File: src/rtl/bec_pkg.sv
package bec_pkg;

    localparam int LANES  = 4;
    localparam int BYTE_W = 8;
    localparam int DATA_W = LANES * BYTE_W;
    localparam int OFS_W  = $clog2(LANES);

    typedef enum logic [1:0] {
        SZ_BYTE = 2'b00,
        SZ_HALF = 2'b01,
        SZ_WORD = 2'b10,
        SZ_RSVD = 2'b11
    } acc_size_e;

    typedef enum logic [1:0] {
        XM_PASS = 2'b00,
        XM_LANE = 2'b01,
        XM_ADDR = 2'b10
    } xlate_mode_e;

    typedef struct packed {
        logic lane_en;
        logic addr_en;
    } xlate_ctl_t;

    function automatic xlate_mode_e pick_mode(input logic big, input logic sel);
        if (!big)
            return XM_PASS;
        else if (sel)
            return XM_ADDR;
        else
            return XM_LANE;
    endfunction

    function automatic xlate_ctl_t mode_ctl(input xlate_mode_e m);
        xlate_ctl_t c;
        c.lane_en = (m == XM_LANE);
        c.addr_en = (m == XM_ADDR);
        return c;
    endfunction

    // Offset bits to invert for a big-endian access of the given size.
    function automatic logic [OFS_W-1:0] offset_flip(input acc_size_e sz);
        case (sz)
            SZ_BYTE: return {OFS_W{1'b1}};
            SZ_HALF: return {1'b1, {(OFS_W-1){1'b0}}};
            default: return '0;
        endcase
    endfunction

endpackage

File: src/rtl/bec_mode_latch.sv
module bec_mode_latch
    import bec_pkg::*;
(
    input  logic        clk,
    input  logic        rst,
    input  logic        big_i,
    input  logic        sel_i,
    output xlate_mode_e mode_o
);

    xlate_mode_e mode_q;

    always_ff @(posedge clk) begin
        if (rst)
            mode_q <= pick_mode(big_i, sel_i);
    end

    assign mode_o = mode_q;

    // the mode is frozen once reset has been released
    p_mode_frozen_r1: assert property (@(posedge clk) disable iff (rst)
        1'b1 |=> $stable(mode_q));

    // the mode holds a legal encoding outside reset
    p_mode_legal_r1: assert property (@(posedge clk) disable iff (rst)
        mode_q != 2'b11);

endmodule

File: src/rtl/bec_lane_rev.sv
module bec_lane_rev #(
    parameter int LANES  = 4,
    parameter int LANE_W = 8
) (
    input  logic [LANES*LANE_W-1:0] d_i,
    input  logic                    en_i,
    output logic [LANES*LANE_W-1:0] d_o
);

    localparam int TOTAL_W = LANES * LANE_W;

    logic [TOTAL_W-1:0] rev;

    for (genvar g = 0; g < LANES; g++) begin : g_lane
        assign rev[g*LANE_W +: LANE_W] = d_i[(LANES-1-g)*LANE_W +: LANE_W];
    end

    assign d_o = en_i ? rev : d_i;

endmodule

File: src/rtl/bec_addr_munge.sv
module bec_addr_munge
    import bec_pkg::*;
#(
    parameter int ADDR_W = 32
) (
    input  logic              clk,
    input  logic              rst,
    input  logic [ADDR_W-1:0] addr_i,
    input  logic [1:0]        size_i,
    input  logic              en_i,
    output logic [ADDR_W-1:0] addr_o
);

    logic [OFS_W-1:0] flip;

    always_comb begin
        flip = en_i ? offset_flip(acc_size_e'(size_i)) : '0;
        addr_o = {addr_i[ADDR_W-1:OFS_W], addr_i[OFS_W-1:0] ^ flip};
    end

    // byte access inverts both offset bits
    p_byte_flip_r7: assert property (@(posedge clk) disable iff (rst)
        (en_i && size_i == 2'b00) |-> (addr_o[1:0] == ~addr_i[1:0]));

    // halfword access inverts only bit 1
    p_half_flip_r8: assert property (@(posedge clk) disable iff (rst)
        (en_i && size_i == 2'b01) |-> (addr_o[1] != addr_i[1] && addr_o[0] == addr_i[0]));

    // word and reserved sizes leave the address alone
    p_word_keep_r9: assert property (@(posedge clk) disable iff (rst)
        (en_i && size_i[1]) |-> (addr_o == addr_i));

    // bits above the offset never move
    p_upper_keep_r10: assert property (@(posedge clk) disable iff (rst)
        addr_o[ADDR_W-1:OFS_W] == addr_i[ADDR_W-1:OFS_W]);

endmodule

File: src/rtl/bus_endian_bridge.sv
module bus_endian_bridge
    import bec_pkg::*;
#(
    parameter int ADDR_W = 32
) (
    input  logic              clk,
    input  logic              rst,
    input  logic              big_i,
    input  logic              swap_sel_i,
    input  logic [ADDR_W-1:0] cpu_addr_i,
    input  logic [1:0]        cpu_size_i,
    input  logic [31:0]       cpu_wdata_i,
    input  logic [3:0]        cpu_be_i,
    output logic [31:0]       cpu_rdata_o,
    output logic [ADDR_W-1:0] int_addr_o,
    output logic [1:0]        int_size_o,
    output logic [31:0]       int_wdata_o,
    output logic [3:0]        int_be_o,
    input  logic [31:0]       int_rdata_i
);

    xlate_mode_e mode;
    xlate_ctl_t  ctl;

    bec_mode_latch u_mode (
        .clk    (clk),
        .rst    (rst),
        .big_i  (big_i),
        .sel_i  (swap_sel_i),
        .mode_o (mode)
    );

    assign ctl = mode_ctl(mode);

    bec_lane_rev #(.LANES(LANES), .LANE_W(BYTE_W)) u_wdata_rev (
        .d_i  (cpu_wdata_i),
        .en_i (ctl.lane_en),
        .d_o  (int_wdata_o)
    );

    bec_lane_rev #(.LANES(LANES), .LANE_W(1)) u_be_rev (
        .d_i  (cpu_be_i),
        .en_i (ctl.lane_en),
        .d_o  (int_be_o)
    );

    bec_lane_rev #(.LANES(LANES), .LANE_W(BYTE_W)) u_rdata_rev (
        .d_i  (int_rdata_i),
        .en_i (ctl.lane_en),
        .d_o  (cpu_rdata_o)
    );

    bec_addr_munge #(.ADDR_W(ADDR_W)) u_addr (
        .clk    (clk),
        .rst    (rst),
        .addr_i (cpu_addr_i),
        .size_i (cpu_size_i),
        .en_i   (ctl.addr_en),
        .addr_o (int_addr_o)
    );

    assign int_size_o = cpu_size_i;

    // little-endian capture passes everything through
    p_pass_all_r2: assert property (@(posedge clk) disable iff (rst)
        (mode == XM_PASS) |-> (int_addr_o == cpu_addr_i && int_wdata_o == cpu_wdata_i
                               && int_be_o == cpu_be_i && cpu_rdata_o == int_rdata_i));

    // outer write lanes exchange in lane-swap mode
    p_lane_wdata_r3: assert property (@(posedge clk) disable iff (rst)
        (mode == XM_LANE) |-> (int_wdata_o[7:0] == cpu_wdata_i[31:24]
                               && int_wdata_o[23:16] == cpu_wdata_i[15:8]));

    // enables reverse in lane-swap mode
    p_lane_be_r4: assert property (@(posedge clk) disable iff (rst)
        (mode == XM_LANE) |-> (int_be_o[0] == cpu_be_i[3] && int_be_o[2] == cpu_be_i[1]));

    // address untouched in lane-swap mode
    p_lane_addr_r5: assert property (@(posedge clk) disable iff (rst)
        (mode == XM_LANE) |-> (int_addr_o == cpu_addr_i));

    // read lanes reverse in lane-swap mode
    p_lane_rdata_r6: assert property (@(posedge clk) disable iff (rst)
        (mode == XM_LANE) |-> (cpu_rdata_o[31:24] == int_rdata_i[7:0]
                               && cpu_rdata_o[15:8] == int_rdata_i[23:16]));

    // data and enables untouched in address-swap mode
    p_addr_data_r10: assert property (@(posedge clk) disable iff (rst)
        (mode == XM_ADDR) |-> (int_wdata_o == cpu_wdata_i && int_be_o == cpu_be_i
                               && cpu_rdata_o == int_rdata_i));

    // size forwarded as is
    p_size_fwd_r12: assert property (@(posedge clk) disable iff (rst)
        int_size_o == cpu_size_i);

endmodule

File: config.mk
export PLATFORM = sky130hd
export DESIGN_NAME = bus_endian_bridge
export DESIGN_NICKNAME = d
export VERILOG_FILES = /design/src/rtl/bec_pkg.sv /design/src/rtl/bec_mode_latch.sv /design/src/rtl/bec_lane_rev.sv /design/src/rtl/bec_addr_munge.sv /design/src/rtl/bus_endian_bridge.sv
export SDC_FILE = /design/constraint.sdc
export NUM_CORES = 1
export LEC_CHECK = 0
export ABC_AREA = 1
export BUFFER_PORTS_ARGS = -buffer_cell sky130_fd_sc_hd__buf_2
export CORE_AREA = 2 2 80 82
export CTS_CLUSTER_SIZE = 14
export DETAILED_ROUTE_END_ITERATION = 7
export DIE_AREA = 0 0 82 84
export PLACE_DENSITY = 0.76
export SYNTH_ARGS = -nofsm -noshare
export SYNTH_HDL_FRONTEND = slang
export SYNTH_HIERARCHICAL = 1
export SYNTH_SLANG_ARGS = --single-unit
File: constraint.sdc
create_clock -name clk -period 2.2 [get_ports clk]
set_input_delay 0.44 -clock clk [delete_from_list [all_inputs] [get_ports clk]]
set_output_delay 0.44 -clock clk [all_outputs]
set_load 0.005 [all_outputs]
==> results of run 1 <==
==> cell families after synthesis <==
group,Yosys count,synth area share (%)
AND/OR/NAND/NOR,217,62.0
buffers and inverters,55,33.8
flip-flops,2,4.23
==> where the power goes <==
part	total [mW]	internal, mW	switching [mW]
clock	0.142	0.115	0.0262
combinational	0.437	0.204	0.234
sequential	0.0479	0.0458	0.00205
total	0.627	0.365	0.262
==> through the flow <==
stage          power, mW  util [%]  instances  setup slack, ps
2_1_floorplan      0.346         -        274              567
3_3_place_gp       0.480      30.4        454              467
3_5_place_dp       0.491      30.4        454              407
4_1_cts            0.637      31.1        457              188
5_1_grt            0.702      31.1        457             75.7
6_report           0.627      31.1        457              209
==> path summary, 6_finish.rpt <==
path,slack [ps],end,depth (start not counted),from
hold / removal,450,u_mode/mode_o[0]$_SDFFCE_PN0P_,1,rst
setup / recovery,210,cpu_rdata_o[10],6,u_mode/mode_o[1]$_SDFFCE_PN0P_
==> critical path: cells and delay by family (launching register included) <==
kind / cells / cell delay [ps]
buffers and inverters: 3 / 610
DFF: 1 / 410
and+or+nand+nor: 3 / 310
==> cells in the final DEF, fill, tap and decap left out, drive strengths merged <==
master / n
edfxtp: 2
nor2: 4
clkbuf: 3
nand2: 211
nand3b: 1
inv: 9
buf: 149
nand3: 1
==> area by class of cell <==
class,instances,area [um^2]
fill,689,4200
multi-input combinational,217,887
timing repair buffer,149,763
tap,77,96.3
sequential,2,60.1
inverter,9,48.8
clock buffer,3,41.3
==> metal layers <==
metal / share of wire, % / vias to the layer above / wire (um)
li1: - / 985 / -
met1: 36 / 840 / 1500
met2: 51 / 91 / 2150
met3: 11 / 12 / 474
met4: 2.1 / 0 / 89
met5: 0 / - / 0
==> metrics.yaml, run 1 <==
synth_area_per_cell_um2: 5.18
synth-seq-cells: 2
syn-num-nets: 380
antenna-diode-count: 0
cp_data_arrival_time_ps: 1550
busiest_layer: "met2"
first_pass_iters: 4
final.period_utilization_pct: 90.5
drc_errors: 0
vias_per_cell: 4.22
synth_top_area_share_pct: 50.0
drt-total-wl_um: 4210
use_met1_pct: 10.1
largest_reg_flops: 2
gp_congestion: 0.715
fin_crit_ps: 1990
port_buffers: 147
die_height_um: 84
final.setup.tns_ps: 0
crit_required_ps: 1760
drtIter0Drc: 64
wl_per_cell_um: 9.21
synthTopCellsByCount: "189 x nand2_1, 32 x buf_4, 22 x nand2_2"
netlist-cell-type-count: 14
syn_to_final_growth_pct: 33.7
synth_edf_count: 2
synthFlopType: "edfxtp_1"
synth.most_common_cell: "nand2_1"
finalHoldViolations: 0
hold_ws_ps: 455
synth_top_area_cell: "nand2_1"
rsz0062_at_grt: "no"
core_um2: 6100
tightest_slew_ps: 343
vias: 1928
grt_pass1_vias: 1558
fmax_mhz: 502
dpl_cell_area_um2: 1860
ant_nets: 0
synth_area_leaders: "nand2_1 50%, buf_4 17%, nand2_2 9.7%"
use_met2_pct: 21.0
synthCells: 274
fin_area_um2: 1900
cap_violations: 0
status: "completed"
die-area_um2: 6890
crit_path_cell_trace: "nor2_4, buf_4, inv_8, nand2_1, nand2_1, buf_2"
startpoint_type: "flop"
peakVddDrop_uv: 325
grt_max_degree: 39
postCtsHoldBufs: 0
worstSetupPathType: "flop to primary output"
cts_tree: "built"
numClockSinks: 2
setup_viol: 0
ioPinCount: 208
hpwl_um: 3520
h-tree-depth: 1
cts_buffers: 3
synthesis.area_um2: 1420
cts-root-buf: "clkbuf_8"
post_cts_resized: 0
maxSlewViolCount: 0
clk_path_buf_depth: 2
clk_pin_slew_ps: 30
grt.total_usage_pct: 10.9
synth_warnings: 6
drive_gt1_share_pct: 47.4
antenna_found_initial: 0
power_leakage_nw: 1.31
worstHoldPathType: "input pin to flop"
initial_core_util_pct: 23.3
cp_slowest_cell: "edfxtp_1"
cp-end-kind: "primary output"
crit_top_cell: "nand2_1"
gr-usage-met3_pct: 3.90
grt_pass1_wl_um: 6240
grt_overflow: 0
worstPathMaxFanout: 33
post_cts_buffers: 0
power_density_nw_per_um2: 331
slew_headroom_pct: 77.1
ys_seq_area_share_pct: 4.23
die_x_um: 82
synthArstFlopShare_pct: 0
layout.nets: 488
row_count: 29
cpPeakStageDelay_ps: 410
Note: power is estimated with default switching activity, not from simulation.
==> run 2: changes to the inputs <==
--- a/config.mk
+++ b/config.mk
@@ -11,7 +11,9 @@
 export CTS_CLUSTER_SIZE = 14
 export DETAILED_ROUTE_END_ITERATION = 7
 export DIE_AREA = 0 0 82 84
+export GPL_TIMING_DRIVEN = 0
 export PLACE_DENSITY = 0.76
+export SKIP_CTS_REPAIR_TIMING = 1
 export SYNTH_ARGS = -nofsm -noshare
 export SYNTH_HDL_FRONTEND = slang
 export SYNTH_HIERARCHICAL = 1
==> run 2 against run 1 <==
First-iteration DRC count increased by 7.8%. Sequential share of layout area is 0.71 points lower. Critical path type unchanged. Design area increased by 29%. Utilization is 9.0 points higher. Sequential cell count stayed put. Largest power group unchanged. Clock-buffer cell count unchanged. Via count increased by 16%. Combinational power grew 29%. Routed wire length grew 23%.
==> metrics.yaml, run 2 (synthesis gave the netlist of run 1 again) <==
gp_congestion: 0.772
final_cell_mix: "189 x nand2_1, 177 x buf_2, 32 x buf_4"
post-place-ws_ps: 222
power_leakage_nw: 1.67
cpPeakStageDelay_ps: 380
cp_slowest_cell: "edfxtp_1"
crit_top_cell: "nand2_1"
drc_errors: 0
grt_pass1_wl_um: 7940
p_clk_share_pct: 18.9
worstSetupPathType: "flop to primary output"
ioPinCount: 208
power_density_nw_per_um2: 309
crit_path_cell_trace: "nor2_2, buf_6, clkbuf_8, nand2_1, nand2_1, buf_2"
drive_gt1_share_pct: 55.9
worstPathMaxFanout: 10
status: "completed"
p_sw_uw: 298
drt-total-wl_um: 5160
crit_required_ps: 1760
h-tree-depth: 1
wl_per_cell_um: 9.73
cp-end-kind: "primary output"
port_buffers: 177
cts_buffers: 3
seqPwrFrac_pct: 6.3
rsz0062_at_grt: "no"
intPower_uw: 457
numClockSinks: 2
initial_core_util_pct: 23.3
antenna-diode-count: 0
die-area_um2: 6890
cts_tree: "built"
largest_reg_flops: 2
final_common_cell: "nand2_1"
cap_violations: 0
row_count: 29
clk_pin_slew_ps: 30
cp_data_arrival_time_ps: 1540
hold_ws_ps: 454
comb_power_share_pct: 74.9
grt_overflow: 0
fmax_mhz: 505
ant_nets: 0
die_x_um: 82
syn_to_final_growth_pct: 72.3
vias: 2230
startpoint_type: "flop"
clk_path_buf_depth: 2
first_pass_iters: 5
fin_util_pct: 40.1
drtIter0Drc: 69
tightest_slew_ps: 351
finalHoldViolations: 0
slew_headroom_pct: 76.6
core_um2: 6100
maxSlewViolCount: 0
worstHoldPathType: "input pin to flop"
grt_pass1_vias: 1989
cts-root-buf: "clkbuf_8"
vias_per_cell: 4.20
swShare_pct: 39.5
hpwl_um: 4530
antenna_found_initial: 0
fin_crit_ps: 1980
fin_ws_ps: 218
final.period_utilization_pct: 90.1
peakVddDrop_uv: 337
grt.total_usage_pct: 13.8
die_height_um: 84
fillCellCount: 646
setup_viol: 0
layout.nets: 562
grt_max_degree: 11
==> run 2: through the flow <==
| stage | power, mW | setup TNS (ps) | instances | cell area (um^2) |
|---|---|---|---|---|
| floorplan | 0.346 | 0 | 274 | 1420 |
| global placement | 0.610 | 0 | 528 | 2400 |
| detailed placement | 0.618 | 0 | 528 | 2400 |
| CTS | 0.767 | -2.37 | 531 | 2440 |
| global route | 0.832 | 0 | 531 | 2440 |
| finish | 0.755 | 0 | 531 | 2440 |
==> run 2: path summary, 6_finish.rpt <==
check / startpoint / end / slack [ps] / cells past startpoint
max: u_mode/mode_o[1]$_SDFFCE_PN0P_ / cpu_rdata_o[24] / 220 / 6
min: rst / u_mode/mode_o[0]$_SDFFCE_PN0P_ / 450 / 1
==> run 2: routing by layer <==
layer | vias to the layer above | track usage, % | share of wire (%)
met5 | - | 0 | 0
met4 | 0 | 3.48 | 0.76
met3 | 7 | 2.60 | 11
met2 | 139 | 28.2 | 52
met1 | 951 | 13.5 | 37
li1 | 1133 | - | -
==> run 2: power groups by stage <==
stage | clock network, mW | logic [mW] | registers, mW
after CTS | 0.147 | 0.573 | 0.0472
after global placement | 0 | 0.562 | 0.0474
after global routing | 0.150 | 0.634 | 0.0477
after floorplan | 0 | 0.299 | 0.0473
after detailed placement | 0 | 0.570 | 0.0475
final | 0.142 | 0.565 | 0.0474
==> run 2: worst max-delay path, delay by kind of cell, from the launching register on <==
family / cells / cell delay (ps)
flops: 1 / 380
simple gates: 3 / 470
buf+inv: 3 / 480
==> run 2: layout make-up <==
type / count / area [um^2] / area share (%)
plain buffers: 46 / 430 / 17.6
clock buffers: 3 / 41.3 / 1.69
inverters: 9 / 48.8 / 2.00
multi-input cells: 217 / 882 / 36.1
flip-flops and latches: 2 / 60.1 / 2.46
well taps: 77 / 96.3 / 3.94
repair buffers: 177 / 886 / 36.2
==> run 3: changes to the inputs <==
--- a/config.mk
+++ b/config.mk
@@ -5,12 +5,13 @@
 export SDC_FILE = /design/constraint.sdc
 export NUM_CORES = 1
 export LEC_CHECK = 0
-export ABC_AREA = 1
+export ABC_AREA = 0
+export ABC_CLOCK_PERIOD_IN_PS = 2200
 export BUFFER_PORTS_ARGS = -buffer_cell sky130_fd_sc_hd__buf_2
-export CORE_AREA = 2 2 80 82
+export CORE_AREA = 2 2 81 83
 export CTS_CLUSTER_SIZE = 14
 export DETAILED_ROUTE_END_ITERATION = 7
-export DIE_AREA = 0 0 82 84
+export DIE_AREA = 0 0 83 85
 export GPL_TIMING_DRIVEN = 0
 export PLACE_DENSITY = 0.76
 export SKIP_CTS_REPAIR_TIMING = 1
==> run 3 against run 2 <==
Sequential cell count did not move. Critical path depth down 1. Maximum frequency fell by 3.4%. Die area rose by 2.4%. Clock-buffer cell count stayed put. Global-route usage fell by 3.1 points. Critical endpoint is now int_wdata_o[8]. Highest routed layer is now met3.
==> metrics.yaml, run 3 <==
status: "completed"
drtIter0Drc: 20
synth_warnings: 6
ff_latch_area_um2: 60.1
die_height_um: 85
fmax_mhz: 487
cts_tree: "built"
antenna-diode-count: 0
power_leakage_nw: 1.47
die_x_um: 83
worstSetupPathType: "flop to primary output"
busiest_layer: "met2"
synth_area_per_cell_um2: 12.7
crit_required_ps: 1760
numClockSinks: 2
finalHoldViolations: 0
syn-num-nets: 224
gr-usage-met3_pct: 1.65
synth.most_common_cell: "mux2_4"
cp-end-kind: "primary output"
post-place-ws_ps: 111
cp_data_arrival_time_ps: 1610
antenna_found_initial: 0
layout.nets: 406
synthesis.area_um2: 1500
fillCellCount: 620
use_met2_pct: 21.8
synth_edf_count: 2
clk_pin_slew_ps: 30
tightest_slew_ps: 193
worstHoldPathType: "input pin to flop"
drive_gt1_share_pct: 98.3
slew_headroom_pct: 87.1
final_common_cell: "buf_2"
dp_cells: 372
final.period_utilization_pct: 93.2
netlist-cell-type-count: 13
grt_overflow: 0
rsz0062_at_grt: "no"
syn_to_final_growth_pct: 68.7
grt_max_degree: 11
multi_input_area_um2: 1070
fin_crit_ps: 2050
wl_per_cell_um: 11.8
largest_reg_flops: 2
cap_violations: 0
row_count: 29
grt.total_usage_pct: 10.7
drc_errors: 0
maxSlewViolCount: 0
core_um2: 6200
synth_area_leaders: "mux2_4 60%, buf_4 16%, buf_12 8.0%"
synth-seq-cells: 2
cts-root-buf: "clkbuf_8"
synthTopCellsByCount: "60 x mux2_4, 32 x buf_4, 8 x mux2_2"
worstPathMaxFanout: 10
synth_top_area_cell: "mux2_4"
h-tree-depth: 1
hpwl_um: 4070
drt-total-wl_um: 4420
ant_nets: 0
gp_congestion: 0.696
first_pass_iters: 4
setup_viol: 0
ys_seq_area_share_pct: 4.00
initial_core_util_pct: 24.2
grt_pass1_wl_um: 6380
grt_pass1_vias: 1448
vias_per_cell: 4.08
use_met1_pct: 11.5
cts_buffers: 3
synth_top_area_share_pct: 60.0
synthArstFlopShare_pct: 0
synthFlopType: "edfxtp_1"
die-area_um2: 7060
peakVddDrop_uv: 264
final_cell_mix: "177 x buf_2, 60 x mux2_4, 32 x buf_4"
port_buffers: 177
power_density_nw_per_um2: 310
ioPinCount: 208
synthCells: 118
vias: 1531
fin_cells: 375
p_total_uw: 785
startpoint_type: "flop"
clk_path_buf_depth: 2
fin_ws_ps: 149
-- run 3: changes by cell type after synthesis, sizes merged, moves of 2 or more --
cell,before,now
clkbuf,6,0
mux2,0,68
and2b,0,2
nor2,4,0
nand2,211,0
inv,9,0
-- run 3: where the power goes --
group / internal, mW / switching (mW) / leakage, nW / total [mW]
Combinational: 0.390 / 0.204 / 1.43 / 0.594
Sequential: 0.0458 / 0.00202 / 0.0193 / 0.0478
Clock: 0.116 / 0.0275 / 0.0216 / 0.143
-- run 3: final cells by class --
| cell class | instances | share of cell area, % |
|---|---|---|
| Multi-Input combinational cell | 76 | 42.1 |
| Timing Repair Buffer | 177 | 35.0 |
| Buffer | 40 | 15.1 |
| Tap cell | 77 | 3.80 |
| Sequential cell | 2 | 2.37 |
| Clock buffer | 3 | 1.63 |
-- run 3: critical path, stage by stage (launching register included) --
cell,delay [ps]
edfxtp_1,410
nor2b_4,220
buf_6,170
buf_12,150
mux2_4,310
buf_2,130
-- run 3: worst paths after layout --
kind                                  startpoint                        endpoint  cells after the start
setup / recovery  u_mode/mode_o[1]$_SDFFCE_PN0P_                  int_wdata_o[8]                      5
hold / removal                               rst  u_mode/mode_o[1]$_SDFFCE_PN0P_                      1
-- run 3: per-layer routing --
layer,wire length [um],up-vias
met3,407,0
met5,0,-
met2,2440,105
met4,0,0
li1,-,750
met1,1570,676
-- run 3: cell families after synthesis --
logic type	Yosys count	synth area share (%)
xor+xnor	2	1.17
buf+inv	40	25.5
flops	2	4.00
mux	68	66.0
simple gates	6	3.33
-- run 3: per-stage QoR --
step           setup TNS, ps  cell area, um^2  hold WS, ps  utilization [%]
2_1_floorplan              0             1500          552                -
3_3_place_gp               0             2480          658             40.0
3_5_place_dp               0             2480          666             40.0
4_1_cts                -5750             2520          448             40.7
5_1_grt                    0             2530          448             40.8
6_report                   0             2530          454             40.8
